`config.mk`:
```
export PLATFORM = sky130hd
export DESIGN_NAME = cfg_crc_accum
export DESIGN_NICKNAME = d
export VERILOG_FILES = /design/src/rtl/cfg_crc_accum.sv
export SDC_FILE = /design/constraint.sdc
export NUM_CORES = 1
export LEC_CHECK = 0
export CELL_PAD_IN_SITES_DETAIL_PLACEMENT = 2
export CELL_PAD_IN_SITES_GLOBAL_PLACEMENT = 2
export CORE_UTILIZATION = 30
export DETAILED_ROUTE_END_ITERATION = 8
export GPL_TIMING_DRIVEN = 1
export PLACE_DENSITY_LB_ADDON = 0.1
export RECOVER_POWER = 50
export SETUP_SLACK_MARGIN = 0.5
export SYNTH_ARGS = -nofsm -noshare
export SYNTH_HDL_FRONTEND = slang
export SYNTH_SLANG_ARGS = --single-unit
```
`constraint.sdc`:
```
create_clock -name clk -period 2.6 [get_ports clk]
set_input_delay 0.65 -clock clk [delete_from_list [all_inputs] [get_ports clk]]
set_output_delay 0.65 -clock clk [all_outputs]
set_load 0.01 [all_outputs]
```
`src/rtl/cfg_crc_accum.sv`:
```
module cfg_crc_accum #(
  parameter int ADDR_W = 5,
  parameter int DATA_W = 32,
  parameter int CRC_W  = 16,
  parameter logic [CRC_W-1:0] POLY = 16'h8005,
  parameter logic [CRC_W-1:0] INIT = 16'h0000
) (
  input  logic              clk,
  input  logic              rst_n,
  input  logic              wr_valid,
  input  logic [ADDR_W-1:0] wr_addr,
  input  logic [DATA_W-1:0] wr_data,
  input  logic              crc_clr,
  input  logic              chk_valid,
  input  logic [CRC_W-1:0]  chk_value,
  output logic              ready,
  output logic [CRC_W-1:0]  crc_out,
  output logic              mismatch
);
  localparam int WORD_W = ADDR_W + DATA_W;
  localparam int CNT_W  = $clog2(WORD_W + 1);

  logic [CRC_W-1:0]  crc_q;
  logic [WORD_W-1:0] sh_q;
  logic [CNT_W-1:0]  cnt_q;
  logic              mis_q;

  wire             accept = wr_valid && ready && !crc_clr;
  wire             fb     = crc_q[CRC_W-1] ^ sh_q[0];
  wire [CRC_W-1:0] step   = {crc_q[CRC_W-2:0], 1'b0} ^ (fb ? POLY : '0);

  assign ready    = (cnt_q == '0);
  assign crc_out  = crc_q;
  assign mismatch = mis_q;

  always_ff @(posedge clk or negedge rst_n) begin
    if (!rst_n) begin
      crc_q <= INIT;
      sh_q  <= '0;
      cnt_q <= '0;
      mis_q <= 1'b0;
    end else if (crc_clr) begin
      crc_q <= INIT;
      cnt_q <= '0;
      mis_q <= 1'b0;
    end else begin
      if (accept) begin
        sh_q  <= {wr_addr, wr_data};
        cnt_q <= CNT_W'(WORD_W);
      end else if (!ready) begin
        crc_q <= step;
        sh_q  <= sh_q >> 1;
        cnt_q <= cnt_q - 1'b1;
      end
      if (chk_valid && ready && (crc_q != chk_value))
        mis_q <= 1'b1;
    end
  end
endmodule

```
==> run_results.csv <==
group,metric,value,unit
timing,worst_pin_slew,2.13,ns
die,io_pins,76,
timing,report.final.hold_viol_count,0,
hold_path,hold_class,"flip-flop to flip-flop",
drt,routed_wl,9170,um
worst_setup_path,crit_type,"flip-flop to flip-flop",
yosys,yosys-top-cells-area,"dfrtp_1 (52%), mux2i_1 (12%), nand2_1 (8.5%), o21ai_1 (6.2%), xnor2_1 (5.7%)",
pwr,power.share.clock,25.9,%
final_layout,fillers,965,
outcome,status,"complete, but fails checks",
pwr,p_int,2.92,mW
die,std_cell_rows,35,
final_layout,final_common_cell,"clkdlybuf4s50_1",
yosys,synth_top_area_share,51.7,%
worst_setup_path,worstReg2RegStart,"cnt_q[0]",
clock_network,cts_buffer_depth,2,
yosys,ys_types,31,
outcome,violations,"capacitance limit, slew limit",
clock_network,cts_tree,"built",
clock_network,cts_root_buf,"clkbuf_8",
final_layout,syn_to_final_growth,55.8,%
worst_setup_path,rr_worst_depth,11,
worst_setup_path,critPathLaunch,"cnt_q[0]",
worst_setup_path,slowest_delay,0.46,ns
drt,first_pass_iters,3,
clock_network,clkLatencyLatePin,0.34,ns
placed_design,globalplace.congestion,0.697,
final_layout,drive_gt1_share,17.3,%
global_routing,grt_start_max_net_pins,45,
worst_setup_path,cp_common_cell,"buf_6",
pwr,p_leak,1.79,nW
drt,vias,2523,
worst_setup_path,crit_path_end,"sh_q[30]",
die,core_area,0.00933,mm2
pwr,seqPwrFrac,33.0,%
global_routing,grt_pass1_wl,14500,um
clock_network,cts_hold_buffers,0,
pwr,power_frac_comb,41.1,%
clock_network,numCtsBuffers,9,
final_layout,nNetsFinal,452,
timing,setup_viol,0,
timing,fin_crit,2.52,ns
global_routing,overflow,0,
timing,fin_setup_tns,0,ns
yosys,yosysSeqAreaShare,51.7,%
drt,drtIter0Drc,46,
worst_setup_path,worstReg2RegEnd,"sh_q[30]",
worst_setup_path,reg2reg_slack,0.08,ns
clock_network,clock-sinks,60,
placed_design,pre_cts_slack,0.0403,ns
final_layout,antenna_cells,0,
die,die_height,100,um
global_routing,antenna_found_initial,0,
final_layout,ff_latch_area,0.00150,mm2
die,die_w,100,um
global_routing,grt_pass1_vias,2836,
worst_setup_path,critPathSlowestCell,"or4b_4",
yosys,synth_seq_cells,60,
worst_setup_path,cp_data_required_time,2.82,ns
global_routing,track_usage,19.3,%
placed_design,portBuffers,75,
drt,drcViolationCount,0,
yosys,syn_inst,289,
final_layout,multiInputGateArea,0.00134,mm2
worst_setup_path,cp-start-kind,"flip-flop",
drt,vias_per_cell,4.79,
die,fp.dieArea,0.0101,mm2
timing,relSlewSlack,-42.0,%
pwr,netSwitchingFraction,33.4,%
yosys,yosys.area.top_type,"dfrtp_1",
pwr,irDropWorstVdd,0.000335,V
yosys,syn_area,0.00291,mm2
clock_network,path_clk_slew,0.07,ns
timing,period_share,97.1,%
placed_design,place_hpwl,5420,um
yosys,syn-num-nets,348,
die,floorplan.initialDensity,31.2,%
worst_setup_path,end_kind,"flip-flop",
worst_setup_path,cp_max_fo,5,
worst_setup_path,cp.arrival,2.75,ns
timing,fmax,0.396,GHz
pwr,power.density,970,mW/mm2
clock_network,h-tree-depth,3,
yosys,synth.avg_cell_area,10.1,um2
timing,rsz0062_at_grt,"yes",
job,drv_cap,1,
pwr,p_sw,1.47,mW
yosys,yosysWarnings,0,
timing,maxSlewViolCount,37,
timing,fin_ws,0.0761,ns
drt,ant_nets,0,
timing,clock_skew,0.00872,ns
worst_setup_path,path_cells,"inv_2 -> ha_4 -> or4b_4 -> buf_6 -> buf_6 -> nor4b_4 -> buf_6 -> buf_12 -> buf_16 -> mux2i_2 -> o21ai_1",
drt,routedWlPerCell,17.4,um
final_layout,layout_common_cells,"clkdlybuf4s50_1 (72), nand2_1 (66), dfrtp_1 (60)",
## metrics by stage
step | util [%] | instance area [um2] | total power [mW] | hold WS [ns] | cells
after CTS | 47.3 | 4410 | 4.29 | 0.444 | 519
after global placement | 41.3 | 3850 | 2.76 | 0.466 | 488
after floorplan | - | 2920 | 2.32 | 0.354 | 289
after detailed placement | 41.3 | 3850 | 2.83 | 0.481 | 488
final | 48.6 | 4530 | 4.39 | 0.490 | 527
after global routing | 48.6 | 4530 | 4.66 | 0.527 | 527
## sequential cells by signal, summed over array words and instances, names as in the netlist
signal and count:
sh_q 37, crc_out 16, cnt_q 6, mismatch 1
## cell type report
class,count,share of cell area (%)
timing repair buffer,110,27.2
tap,129,3.56
clock inverter,4,2.65
sequential,60,33.1
clock buffer,12,3.20
inverter,6,0.552
multi-input combinational,206,29.7
## critical path, delay by kind of cell, from the launching register on
kind	cells	cell delay, ns
muxes	1	0.22
DFF	1	0.41
and+or+nand+nor	2	0.71
buffers and inverters	6	0.80
AOI/OAI and AO/OA	1	0.11
adders and majority gates	1	0.13
## Yosys cell counts
master / n
o21ai_1: 36
ha_1: 1
xor2_1: 3
clkbuf_1: 3
a21oi_1: 18
mux2i_1: 36
inv_2: 2
dfrtp_1: 60
inv_1: 4
buf_6: 1
or2_1: 1
xnor2_1: 19
nand2_1: 66
a22o_1: 1
a211oi_1: 2
buf_4: 1
o21ai_0: 2
nor3_1: 3
nor4_1: 1
o2bb2ai_1: 1
nand3_1: 1
buf_2: 10
or4b_4: 1
o31ai_1: 1
or3_1: 1
nand2b_1: 3
nand4_1: 4
nor2_1: 3
nor4b_4: 1
o21bai_1: 1
buf_8: 2
## routing by layer
layer | GRT usage, % | vias to the layer above | routed length [um]
met3 | 3.69 | 12 | 385
met1 | 21.3 | 1257 | 3900
met5 | 0 | - | 0
met4 | 8.58 | 0 | 168
li1 | - | 1190 | -
met2 | 35.9 | 64 | 4720
## power by group through the flow
stage	Sequential [mW]	Clock (mW)	Combinational, mW
3_5_place_dp	1.45	0	1.38
5_1_grt	1.49	1.20	1.97
2_1_floorplan	1.40	0	0.919
4_1_cts	1.44	1.16	1.69
6_report	1.45	1.14	1.80
3_3_place_gp	1.43	0	1.33
## cell families (layout without fill, tap and decap cells)
family | Yosys count | after routing | synth area share (%)
simple gates | 85 | 85 | 13.0
compound gates | 62 | 62 | 11.3
flops | 60 | 60 | 51.7
mux | 36 | 36 | 12.4
buf+inv | 23 | 132 | 4.56
xor+xnor | 22 | 22 | 6.63
fa+ha+maj | 1 | 1 | 0.430
## worst min-delay path by stage
stage	from	endpoint	slack [ns]	depth (start not counted)
after floorplan	rst_n	cnt_q[0]	0.35	0
after global placement	sh_q[10]	sh_q[10]	0.47	2
after detailed placement	sh_q[6]	sh_q[6]	0.48	2
after CTS	rst_n	sh_q[27]	0.44	1
after global routing	mismatch	mismatch	0.53	1
final	sh_q[10]	sh_q[10]	0.49	2
## timing repair
action	in CTS	in global routing
setup buffers	8	8
pin swaps	3	8
cloned	7	0
endpoints found under the setup margin	40	50
resized for setup	17	20
Note: power is estimated with default switching activity, not from simulation.
